===== config.mk =====
export PLATFORM = sky130hd
export DESIGN_NAME = mport_steer
export DESIGN_NICKNAME = d
export VERILOG_FILES = /design/src/rtl/mpx_pkg.sv /design/src/rtl/mpx_regs.sv /design/src/rtl/mpx_ns_clock.sv /design/src/rtl/mpx_match.sv /design/src/rtl/mpx_ts_report.sv /design/src/rtl/mport_steer.sv
export SDC_FILE = /design/constraint.sdc
export NUM_CORES = 2
export LEC_CHECK = 0
export ABC_AREA = 1
export BUFFER_PORTS_ARGS = -buffer_cell sky130_fd_sc_hd__buf_4
export CAP_MARGIN = 20
export CORE_ASPECT_RATIO = 0.75
export CORE_UTILIZATION = 54
export CTS_CLUSTER_DIAMETER = 50
export DETAILED_ROUTE_END_ITERATION = 12
export PLACE_DENSITY = 0.84
export SYNTH_ARGS = -nofsm -noshare
export SYNTH_HDL_FRONTEND = slang
export SYNTH_SLANG_ARGS = --single-unit

===== constraint.sdc =====
create_clock -name clk -period 2.2 [get_ports clk]
set_clock_uncertainty 0.05 [all_clocks]
set_input_delay 0.22 -clock clk [delete_from_list [all_inputs] [get_ports clk]]
set_output_delay 0.22 -clock clk [all_outputs]
set_load 0.01 [all_outputs]

===== src/rtl/mpx_pkg.sv =====
package mpx_pkg;
   typedef enum logic [1:0] {
      MODE_OFF   = 2'd0,
      MODE_ADDR  = 2'd1,
      MODE_ETYPE = 2'd2,
      MODE_BOTH  = 2'd3
   } cmp_mode_e;

   localparam int ADDR_W = 6;
   localparam logic [ADDR_W-1:0] A_PMASK     = 6'd4;
   localparam logic [ADDR_W-1:0] A_RPT_CTRL  = 6'd5;
   localparam logic [ADDR_W-1:0] A_MATCH_BASE = 6'd16;
   localparam logic [ADDR_W-1:0] A_VEC_BASE  = 6'd32;
endpackage


===== src/rtl/mpx_regs.sv =====
module mpx_regs
   import mpx_pkg::*;
#(
   parameter int N_ENTRY = 6,
   parameter int N_PORT  = 8,
   parameter int VEC_W   = 32
) (
   input  logic                            clk,
   input  logic                            rst_n,
   input  logic                            we,
   input  logic [ADDR_W-1:0]               addr,
   input  logic [63:0]                     wdata,
   output logic [N_ENTRY-1:0][1:0]         mode_o,
   output logic [N_ENTRY-1:0]              ts_en_o,
   output logic [N_ENTRY-1:0][47:0]        mac_o,
   output logic [N_ENTRY-1:0][15:0]        etype_o,
   output logic [N_ENTRY-1:0][VEC_W-1:0]   vec_o,
   output logic [N_PORT-1:0]               pmask_o,
   output logic                            rpt_en_o
);
   localparam int N_GRP = (N_ENTRY + 3) / 4;

   if (N_ENTRY < 1 || N_ENTRY > 16) begin : g_bad_entries
      $error("mpx_regs: N_ENTRY must lie in 1..16");
   end
   if (N_PORT < 2 || N_PORT > 16) begin : g_bad_ports
      $error("mpx_regs: N_PORT must lie in 2..16");
   end
   if (VEC_W < 1 || VEC_W > 64) begin : g_bad_vec
      $error("mpx_regs: VEC_W must lie in 1..64");
   end

   logic [N_GRP-1:0][15:0]          ctrl_q;
   logic [N_ENTRY-1:0][63:0]        match_q;
   logic [N_ENTRY-1:0][VEC_W-1:0]   vec_q;
   logic [N_PORT-1:0]               pmask_q;
   logic                            rpt_en_q;

   always_ff @(posedge clk) begin
      if (!rst_n) begin
         ctrl_q   <= '0;
         match_q  <= '0;
         vec_q    <= '0;
         pmask_q  <= '0;
         rpt_en_q <= 1'b0;
      end else if (we) begin
         for (int g = 0; g < N_GRP; g++)
            if (addr == ADDR_W'(g)) ctrl_q[g] <= wdata[15:0];
         if (addr == A_PMASK)    pmask_q  <= wdata[N_PORT-1:0];
         if (addr == A_RPT_CTRL) rpt_en_q <= wdata[0];
         for (int i = 0; i < N_ENTRY; i++) begin
            if (addr == A_MATCH_BASE + ADDR_W'(i)) match_q[i] <= wdata;
            if (addr == A_VEC_BASE + ADDR_W'(i))   vec_q[i]   <= wdata[VEC_W-1:0];
         end
      end
   end

   for (genvar i = 0; i < N_ENTRY; i++) begin : g_ent
      localparam int GRP  = i / 4;
      localparam int SLOT = i % 4;
      assign mode_o[i]  = ctrl_q[GRP][4*SLOT +: 2];
      assign mac_o[i]   = match_q[i][47:0];
      assign etype_o[i] = match_q[i][63:48];
      assign vec_o[i]   = vec_q[i];
      if (i == 0) begin : g_ts_first
         assign ts_en_o[i] = ctrl_q[0][15];
      end else begin : g_ts_rest
         assign ts_en_o[i] = ctrl_q[GRP][4*SLOT+2];
      end
   end

   assign pmask_o  = pmask_q;
   assign rpt_en_o = rpt_en_q;
endmodule


===== src/rtl/mpx_ns_clock.sv =====
module mpx_ns_clock #(
   parameter int              N_PORT  = 8,
   parameter int              TS_W    = 32,
   parameter longint unsigned WRAP_NS = 999_999_999,
   parameter longint unsigned INC_NS  = 20,
   localparam int             PORT_W  = $clog2(N_PORT)
) (
   input  logic              clk,
   input  logic              rst_n,
   input  logic              sof_valid,
   input  logic [PORT_W-1:0] sof_port,
   input  logic [PORT_W-1:0] rd_port,
   output logic [TS_W-1:0]   rd_time
);
   localparam logic [TS_W-1:0] WRAP      = TS_W'(WRAP_NS);
   localparam logic [TS_W-1:0] INC       = TS_W'(INC_NS);
   localparam logic [TS_W-1:0] LAST_STEP = WRAP - INC;

   if (INC_NS == 0 || INC_NS > WRAP_NS) begin : g_bad_inc
      $error("mpx_ns_clock: INC_NS must lie in 1..WRAP_NS");
   end
   if (TS_W < 64 && WRAP_NS >= (64'd1 << TS_W)) begin : g_bad_wrap
      $error("mpx_ns_clock: WRAP_NS does not fit in TS_W bits");
   end

   logic [TS_W-1:0]              cnt_q;
   logic [N_PORT-1:0][TS_W-1:0]  stamp_q;

   always_ff @(posedge clk) begin
      if (!rst_n) begin
         cnt_q   <= '0;
         stamp_q <= '0;
      end else begin
         cnt_q <= (cnt_q > LAST_STEP) ? cnt_q - LAST_STEP - 1'b1 : cnt_q + INC;
         if (sof_valid) stamp_q[sof_port] <= cnt_q;
      end
   end

   assign rd_time = stamp_q[rd_port];

   assert_cnt_bound_R9: assert property (@(posedge clk) disable iff (!rst_n)
      cnt_q <= WRAP);

   assert_cnt_wrap_R9: assert property (@(posedge clk) disable iff (!rst_n)
      (cnt_q < $past(cnt_q)) |-> ($past(cnt_q) > LAST_STEP));
endmodule


===== src/rtl/mpx_match.sv =====
module mpx_match
   import mpx_pkg::*;
#(
   parameter int  N_ENTRY = 6,
   parameter int  VEC_W   = 32,
   localparam int ENT_W   = (N_ENTRY > 1) ? $clog2(N_ENTRY) : 1
) (
   input  logic [N_ENTRY-1:0][1:0]        mode_i,
   input  logic [N_ENTRY-1:0][47:0]       mac_i,
   input  logic [N_ENTRY-1:0][15:0]       etype_i,
   input  logic [N_ENTRY-1:0][VEC_W-1:0]  vec_i,
   input  logic [N_ENTRY-1:0]             ts_en_i,
   input  logic [47:0]                    dmac,
   input  logic [15:0]                    etype,
   output logic                           hit_o,
   output logic [ENT_W-1:0]               idx_o,
   output logic [VEC_W-1:0]               vec_o,
   output logic                           ts_o
);
   logic [N_ENTRY-1:0] ent_hit;

   for (genvar i = 0; i < N_ENTRY; i++) begin : g_cmp
      logic mac_eq, type_eq;
      assign mac_eq  = (dmac == mac_i[i]);
      assign type_eq = (etype == etype_i[i]);
      always_comb begin
         unique case (cmp_mode_e'(mode_i[i]))
            MODE_ADDR:  ent_hit[i] = mac_eq;
            MODE_ETYPE: ent_hit[i] = type_eq;
            MODE_BOTH:  ent_hit[i] = mac_eq & type_eq;
            default:    ent_hit[i] = 1'b0;
         endcase
      end
   end

   always_comb begin
      hit_o = 1'b0;
      idx_o = '0;
      vec_o = '0;
      ts_o  = 1'b0;
      for (int i = N_ENTRY - 1; i >= 0; i--) begin
         if (ent_hit[i]) begin
            hit_o = 1'b1;
            idx_o = ENT_W'(i);
            vec_o = vec_i[i];
            ts_o  = ts_en_i[i];
         end
      end
   end

   always_comb begin
      if (hit_o) begin
         assert_winner_hits_R3: assert (ent_hit[idx_o]);
         assert_no_lower_hit_R3: assert ((ent_hit & ((N_ENTRY'(1) << idx_o) - 1'b1)) == '0);
      end else begin
         assert_miss_empty_R1: assert (ent_hit == '0);
      end
   end
endmodule


===== src/rtl/mpx_ts_report.sv =====
module mpx_ts_report #(
   parameter int PORT_W = 3,
   parameter int TS_W   = 32
) (
   input  logic              clk,
   input  logic              rst_n,
   input  logic              push,
   input  logic [PORT_W-1:0] push_port,
   input  logic [TS_W-1:0]   push_time,
   output logic              rpt_valid,
   input  logic              rpt_ready,
   output logic [PORT_W-1:0] rpt_port,
   output logic [TS_W-1:0]   rpt_time
);
   always_ff @(posedge clk) begin
      if (!rst_n) begin
         rpt_valid <= 1'b0;
         rpt_port  <= '0;
         rpt_time  <= '0;
      end else if (push && (!rpt_valid || rpt_ready)) begin
         rpt_valid <= 1'b1;
         rpt_port  <= push_port;
         rpt_time  <= push_time;
      end else if (rpt_ready) begin
         rpt_valid <= 1'b0;
      end
   end

   assert_hold_R10: assert property (@(posedge clk) disable iff (!rst_n)
      (rpt_valid && !rpt_ready) |=> (rpt_valid && $stable(rpt_port) && $stable(rpt_time)));

   assert_swap_R11: assert property (@(posedge clk) disable iff (!rst_n)
      (rpt_valid && rpt_ready && push) |=> (rpt_valid && rpt_time == $past(push_time)));
endmodule


===== src/rtl/mport_steer.sv =====
module mport_steer
   import mpx_pkg::*;
#(
   parameter int              N_ENTRY = 6,
   parameter int              N_PORT  = 8,
   parameter int              VEC_W   = 32,
   parameter int              TS_W    = 32,
   parameter longint unsigned WRAP_NS = 999_999_999,
   parameter longint unsigned INC_NS  = 20,
   localparam int             PORT_W  = $clog2(N_PORT),
   localparam int             ENT_W   = (N_ENTRY > 1) ? $clog2(N_ENTRY) : 1
) (
   input  logic              clk,
   input  logic              rst_n,
   input  logic              cfg_we,
   input  logic [ADDR_W-1:0] cfg_addr,
   input  logic [63:0]       cfg_wdata,
   input  logic              sof_valid,
   input  logic [PORT_W-1:0] sof_port,
   input  logic              hdr_valid,
   input  logic [PORT_W-1:0] hdr_port,
   input  logic [47:0]       hdr_dmac,
   input  logic [15:0]       hdr_etype,
   output logic              fwd_valid,
   output logic              fwd_hit,
   output logic [ENT_W-1:0]  fwd_entry,
   output logic [VEC_W-1:0]  fwd_vec,
   output logic              rpt_valid,
   input  logic              rpt_ready,
   output logic [PORT_W-1:0] rpt_port,
   output logic [TS_W-1:0]   rpt_time
);
   logic [N_ENTRY-1:0][1:0]        mode;
   logic [N_ENTRY-1:0]             ts_en;
   logic [N_ENTRY-1:0][47:0]       mac;
   logic [N_ENTRY-1:0][15:0]       etype;
   logic [N_ENTRY-1:0][VEC_W-1:0]  vec;
   logic [N_PORT-1:0]              pmask;
   logic                           rpt_en;

   logic                m_hit, m_ts;
   logic [ENT_W-1:0]    m_idx;
   logic [VEC_W-1:0]    m_vec;
   logic [TS_W-1:0]     port_time;
   logic                push;

   mpx_regs #(.N_ENTRY(N_ENTRY), .N_PORT(N_PORT), .VEC_W(VEC_W)) regs_i (
      .clk(clk), .rst_n(rst_n), .we(cfg_we), .addr(cfg_addr), .wdata(cfg_wdata),
      .mode_o(mode), .ts_en_o(ts_en), .mac_o(mac), .etype_o(etype), .vec_o(vec),
      .pmask_o(pmask), .rpt_en_o(rpt_en));

   mpx_ns_clock #(.N_PORT(N_PORT), .TS_W(TS_W), .WRAP_NS(WRAP_NS), .INC_NS(INC_NS)) clk_i (
      .clk(clk), .rst_n(rst_n), .sof_valid(sof_valid), .sof_port(sof_port),
      .rd_port(hdr_port), .rd_time(port_time));

   mpx_match #(.N_ENTRY(N_ENTRY), .VEC_W(VEC_W)) match_i (
      .mode_i(mode), .mac_i(mac), .etype_i(etype), .vec_i(vec), .ts_en_i(ts_en),
      .dmac(hdr_dmac), .etype(hdr_etype),
      .hit_o(m_hit), .idx_o(m_idx), .vec_o(m_vec), .ts_o(m_ts));

   assign push = hdr_valid & m_hit & m_ts & pmask[hdr_port] & rpt_en;

   mpx_ts_report #(.PORT_W(PORT_W), .TS_W(TS_W)) rpt_i (
      .clk(clk), .rst_n(rst_n), .push(push), .push_port(hdr_port), .push_time(port_time),
      .rpt_valid(rpt_valid), .rpt_ready(rpt_ready), .rpt_port(rpt_port), .rpt_time(rpt_time));

   always_ff @(posedge clk) begin
      if (!rst_n) begin
         fwd_valid <= 1'b0;
         fwd_hit   <= 1'b0;
         fwd_entry <= '0;
         fwd_vec   <= '0;
      end else begin
         fwd_valid <= hdr_valid;
         if (hdr_valid) begin
            fwd_hit   <= m_hit;
            fwd_entry <= m_idx;
            fwd_vec   <= m_vec;
         end
      end
   end

   assert_fwd_latency_R4: assert property (@(posedge clk) disable iff (!rst_n)
      fwd_valid |-> $past(hdr_valid));

   assert_miss_no_vec_R4: assert property (@(posedge clk) disable iff (!rst_n)
      (fwd_valid && !fwd_hit) |-> (fwd_vec == '0));

   assert_rpt_gated_R7: assert property (@(posedge clk) disable iff (!rst_n)
      $rose(rpt_valid) |-> ($past(rpt_en) && $past(hdr_valid)));
endmodule


======== Word-level counts from Yosys, hierarchy flattened ========
Index checks and enable logic that the tools add are counted.
word-level totals
  register bits ........................... 969
  bits of input ports ..................... 146
  output and inout port bits .............. 73
  word-level logic and storage cells ...... 156
cells by class
  $add $sub $neg .......................... 3
  order comparisons ....................... 4
  eq/ne operators ......................... 45
  multiplexer cells ....................... 40
  bitwise logic cells ..................... 10
  reduce and logical (&&, ||, !) cells .... 22
operator list
  operator                                                                            count
  48-bit equality test                                                                6
  32-bit 2-to-1 mux                                                                   9
  256-bit bitwise mux                                                                 1
  32-bit binary-select mux with 3-bit select                                          1
  32-bit demux with 3-bit select                                                      1
  16-bit equality test                                                                6
  6-bit by 5-bit equality test with 1-bit output (second input constant)              6
  6-bit equality test (second input constant)                                         6
  32-bit by 5-bit adder with 32-bit output (second input constant)                    1
  32-bit by 30-bit greater-than comparator with 1-bit output (second input constant)  1
  2-bit AND reduction                                                                 16
  32-bit by 1-bit subtractor with 32-bit output (second input constant)               1
  32-bit by 30-bit subtractor with 32-bit output (second input constant)              1
  2-bit equality test (second input constant)                                         12
  3-bit 2-to-1 mux                                                                    6
  1-bit one-hot mux with 3 select lines                                               6
  1-bit 2-to-1 mux                                                                    15
  2-bit by 1-bit equality test with 1-bit output (second input constant)              6
  6-bit by 3-bit equality test with 1-bit output (second input constant)              2
  1-bit bitwise AND                                                                   10
  3-bit by 4-bit < comparator with 1-bit output (second input constant)               2
  6-bit by 1-bit equality test with 1-bit output (second input constant)              1
  6-bit zero test                                                                     1
  1-bit binary-select mux with 3-bit select                                           1
  other kinds (5)                                                                     6

======== Longest topological paths before layout ========
  depth in word-level cells ............... 15
  mapped depth ............................ 22
  gate-level depth less buffers ........... 19

======== Modules after synthesis ========
A second synthesis with hierarchy kept.
second synthesis, totals
  cells, all modules ...................... 7170
  area, all modules ....................... 47446.8 sq um
by module, submodules not included
  module         instances  cells an instance  area each (sq um)  seq. area each (sq um)
  mpx_regs       1          3404               23416.2            12071.6
  mpx_ns_clock   1          1834               12678.4            5405.2
  mpx_match      1          1512               8255.4             0.0
  mpx_ts_report  1          234                1666.6             720.7
  mport_steer    1          186                1430.1             740.7

======== Worst setup path before layout ========
No wires, ideal clock.
  path kind ............................... register to register
  start point ............................. reg clk_i.cnt_q[2]
  end point ............................... reg clk_i.cnt_q[22]
  arrival time ............................ 2025 ps
  data required time ...................... 2037 ps
  path slack .............................. 12 ps
  cell stages (with the launch flop) ...... 20
  clock period less this slack ............ 2188 ps
  cells stage by stage .................... dfxtp_1 -> ha_1 -> inv_1 -> nand2_1 -> nand2_1 -> nor2_1 -> nand2_1 -> a21oi_1 -> inv_1 -> nand2_1 -> nand4_1 -> nand2_1 -> inv_1 -> buf_2 -> o31ai_1 -> o21ai_0 -> a21oi_1 -> nand2_1 -> nand2_1 -> nor2_1
between the ends
  cells in the longest elaborated chain, start to end .. 3
  elaborated cells on any way between the ends .. 5
  classes of those cells .................. add/sub (3); order compare (1); mux (1)
ends and longest elaborated chain
  what                                            line                source
  start, declared                                 mpx_ns_clock.sv:26  logic [TS_W-1:0] cnt_q;
  start signal, assigned                          mpx_ns_clock.sv:34  cnt_q <= (cnt_q > LAST_STEP) ? cnt_q - LAST_STEP - 1'b1 : cnt_q + INC;
  32-bit by 30-bit subtractor with 32-bit output  mpx_ns_clock.sv:34
  32-bit by 1-bit subtractor with 32-bit output   mpx_ns_clock.sv:34
  32-bit 2-to-1 mux (*)                           mpx_ns_clock.sv:34
Mark *: on every way between the ends. The rest lies on a longest branch, timed or not.
A chain may end at the register's enable or synchronous reset.

======== Final worst setup path ========
  start point ............................. reg regs_i.match_q, in the netlist regs_i.mac_o[108]
  end point ............................... reg rpt_i.rpt_time[24]
between the ends
  cells in the longest elaborated chain, start to end .. 11
  elaborated cells on any way between the ends .. 14
  classes of those cells .................. eq/ne (1); mux (7); bitwise (5); reduce/logical (1)
ends and longest elaborated chain
  what                                       line                 source
  start, declared                            mpx_regs.sv:34       logic [N_ENTRY-1:0][63:0] match_q;
  start signal, assigned by index            mpx_regs.sv:52       if (addr == A_MATCH_BASE + ADDR_W'(i)) match_q[i] <= wdata;
  48-bit equality test (*)                   mpx_match.sv:24      assign mac_eq = (dmac == mac_i[i]);
  1-bit bitwise AND                          mpx_match.sv:30      MODE_BOTH: ent_hit[i] = mac_eq & type_eq;
  1-bit one-hot mux with 3 select lines (*)  mpx_match.sv:27      unique case (cmp_mode_e'(mode_i[i]))
  1-bit 2-to-1 mux (3 in series)             mpx_match.sv:42      if (ent_hit[i]) begin
  1-bit bitwise AND                          mport_steer.sv:61    assign push = hdr_valid & m_hit & m_ts & pmask[hdr_port] & rpt_en;
  1-bit bitwise AND (*) (3 in series)        mport_steer.sv:61
  1-bit logical AND (*)                      mpx_ts_report.sv:20  end else if (push && (!rpt_valid || rpt_ready)) begin
  end signal, assigned                       mpx_ts_report.sv:23  rpt_time <= push_time;
  end, declared                              mpx_ts_report.sv:13  output logic [TS_W-1:0] rpt_time
Marks and branches as above.

==> impl_metrics.csv <==
group,metric,value,unit
clock_tree,clk_latency,0.71,ns
drt,drt_first_iter_violations,6086,
drt,dr.pass1.iters,8,
setup_path,crit_cells,17,
timing,finalCritPeriodShare,132,%
synthesis,synthArstFlopShare,0,%
setup_path,critical_path_class,"register to register",
timing,slew_headroom,47.4,%
global_route,antenna_found_initial,11,
timing,final.setup.worst_slack,-0.708,ns
pwr,powerDensity,720,mW/mm^2
setup_path,critical_path.top_delay_family,"simple AND/OR/NAND/NOR gates",
drt,wire_per_inst,19.7,um
setup_path,cp.arrival,3.43,ns
synthesis,ys_types,42,
hold_path,hold_path.class,"input pin to register",
synthesis,synth_top_area_cell,"dfxtp_1",
setup_path,cp_slowest_stage_delay,0.37,ns
setup_path,r2r_end,"rpt_i.rpt_time[24]",
hold_path,worstHoldPathCells,4,
timing,fin_tns_setup,-38.95,ns
status,status,"finished, violations left",
flow_run,drv_cap,0,
cells_and_area,final_nets,6467,
synthesis,yosys-top-cells-area,"dfxtp_1, nor2_1, o21ai_0",
setup_path,rr_startpoint,"regs_i.mac_o[108]",
cells_and_area,drive_gt1_share,18.0,%
setup_path,crit_buf_inv,4,
cells_and_area,final_cell_mix,"nor2_1, o21ai_0, dfxtp_1",
drt,ant_nets,0,
drt,drcViolationCount,0,
floorplan,chipWidth,326,um
setup_path,cp-start-kind,"register",
clock_tree,cts_tree,"built",
timing,grt_setup_unrepaired,"true",
synthesis,synth_top_area_share,44.6,%
synthesis,ys_warn_count,0,
cells_and_area,final_util,68.1,%
global_route,grt-ovfl-total,0,
synthesis,netlist_area,0.0424,mm^2
setup_path,ff2ff_path_depth,17,
cells_and_area,final_common_cell,"nor2_1",
placement,gp_congestion,0.944,
global_route,grtUsageTotal,33.1,%
setup_path,cp_cell_sequence,"xnor2_2, nand2_1, nor2_1, nand2_1, nor2_1, nand3_2, nand2_2, nand2_4, buf_4, inv_2, a21oi_1, nand2_2, nand3_4, buf_12, clkbuf_16, nor2_1, nor2_1",
drt,vias,44346,
global_route,grt_pass1_vias,40590,
floorplan,ios,219,
hold_path,holdPathEnd,"rpt_i.rpt_port[1]",
clock_tree,clockBufferDepth,3,
setup_path,crit_required,2.72,ns
synthesis,syn_avg_cell_area,6.99,um^2
setup_path,reg2reg_setup_slack,-0.71,ns
clock_tree,cts-buffers-inserted,94,
cells_and_area,final_cells,7440,
placement,hpwl,81300,um
timing,tightest_slew,0.789,ns
global_route,grt_max_degree,86,
setup_path,slowest_stage,"dfxtp_1",
clock_tree,cts.clk_slew.worst_paths,0.06,ns
timing,min_period,2.91,ns
status,violations,"negative setup slack",
synthesis,synth_seq_area_share,44.6,%
setup_path,cpMostUsedCell,"nor2_1",
timing,fmax,344,MHz
clock_tree,cts-root-buf,"clkbuf_16",
clock_tree,htreeDepth,3,
pwr,max-vdd-ir-drop,0.000681,V
clock_tree,clock_sinks,944,
placement,port_buffers,216,
floorplan,coreArea,0.0773,mm^2
setup_path,critPathCaptureType,"register",
pwr,power,37900,uW
floorplan,die_y,245,um
drt,viasPerCell,5.96,
setup_path,crit_fanout,8,
drt,drt-total-wl,146000,um
synthesis,synth_edf_count,0,
pwr,leakage,0.0223,uW
placement,numPlacedInstances,7121,
cells_and_area,area_delta_synth_final,24.2,%
floorplan,row_count,88,
synthesis,ys.flop_type,"dfxtp_1",
hold_path,worstHoldStart,"hdr_port[1]",
floorplan,dieArea,0.0797,mm^2
synthesis,synthCells,6067,
timing,report.final.slew_viol_count,0,
global_route,grt_pass1_wl,215000,um
floorplan,start_util,54.9,%
timing,finalHoldViolations,0,
synthesis,ys_ff_latch,944,
timing,setup_viol,127,
[stage by stage]
step	cell area [um^2]	setup WS (ns)	hold WS, ns
finish	52600	-0.708	0.132
global route	52600	-0.782	0.143
CTS	51100	-0.317	0.0143
detailed placement	45900	-0.499	0.392
global placement	45900	-0.422	0.385
floorplan	42400	0.0116	0.305
[layout make-up]
type	instances	area (um^2)
inverters	329	1280
flip-flops and latches	944	18900
clock buffers	129	2720
clock inverters	41	494
repair buffers	620	5870
well taps	1035	1290
multi-input cells	4331	22000
fillers	5648	24700
diodes	11	27.5
[flip-flops by register name, summed over array words and instances (netlist names)]
name,flops
regs_i.pmask_o,8
rpt_i.rpt_port,3
clk_i.cnt_q,30
fwd_vec,32
fwd_entry,3
rpt_i.rpt_time,30
regs_i.mac_o,288
regs_i.ts_en_o,6
fwd_hit,1
rpt_i.rpt_valid,1
clk_i.stamp_q,240
regs_i.rpt_en_o,1
regs_i.etype_o,96
regs_i.vec_o,192
fwd_valid,1
regs_i.mode_o,12
[cells by family (layout without fill, tap and decap cells)]
group / count (synthesis) / in the layout / synth area share (%)
buffers and inverters: 793 / 1119 / 7.46
other: 1 / 13 / 0.00884
adder cells (fa/ha/maj): 1 / 1 / 0.0295
AND/OR/NAND/NOR: 2415 / 2415 / 22.0
XOR/XNOR: 308 / 308 / 6.36
AO/OA/AOI/OAI: 1605 / 1605 / 19.6
flip-flops: 944 / 944 / 44.6
[routing by layer]
layer | global-route usage (%) | part of all wire [%] | up-vias
met5 | 0 | 0.027 | -
met4 | 16.2 | 5.4 | 6
met3 | 6.84 | 13 | 722
met2 | 51.7 | 44 | 3119
met1 | 43.6 | 38 | 20464
li1 | - | - | 20035
[timing repair]
| action | 4_1_cts | 5_1_grt |
|---|---|---|
| gates resized for setup | 205 | 376 |
| setup buffers | 28 | 24 |
| hold endpoints to repair | 656 | 0 |
| hold buffers | 74 | 0 |
| setup endpoints to repair | 89 | 95 |
| pin swaps | 43 | 157 |
| cloned | 12 | 9 |
[report_power, final]
part	switching (uW)	internal [uW]
clock	7260	9660
sequential	183	17400
combinational	2110	1320
total	9550	28300
[worst max-delay path by stage]
| stage | from | to |
|---|---|---|
| 2_1_floorplan | clk_i.cnt_q[2] | clk_i.cnt_q[22] |
| 3_3_place_gp | hdr_dmac[16] | fwd_entry[0] |
| 3_5_place_dp | hdr_dmac[47] | rpt_i.rpt_time[10] |
| 4_1_cts | regs_i.mac_o[90] | rpt_i.rpt_time[28] |
| 5_1_grt | regs_i.mac_o[109] | rpt_i.rpt_time[13] |
| 6_report | regs_i.mac_o[108] | rpt_i.rpt_time[24] |
[Yosys cell counts, types with 23 or more instances]
library cell / count
a21oi_1: 458
a32o_1: 31
buf_1: 36
buf_2: 51
clkbuf_1: 349
clkinv_1: 23
dfxtp_1: 944
inv_1: 277
inv_2: 29
nand2_1: 882
nand3_1: 74
nor2_1: 1395
o21ai_0: 1038
o22ai_1: 49
xnor2_1: 286
[tightest hold or removal path: stages]
cell and delay, ns:
buf_4 0.15, buf_4 0.26, nor2_2 0.15, nor2_1 0.04
Note: power is estimated with default switching activity, not from simulation.
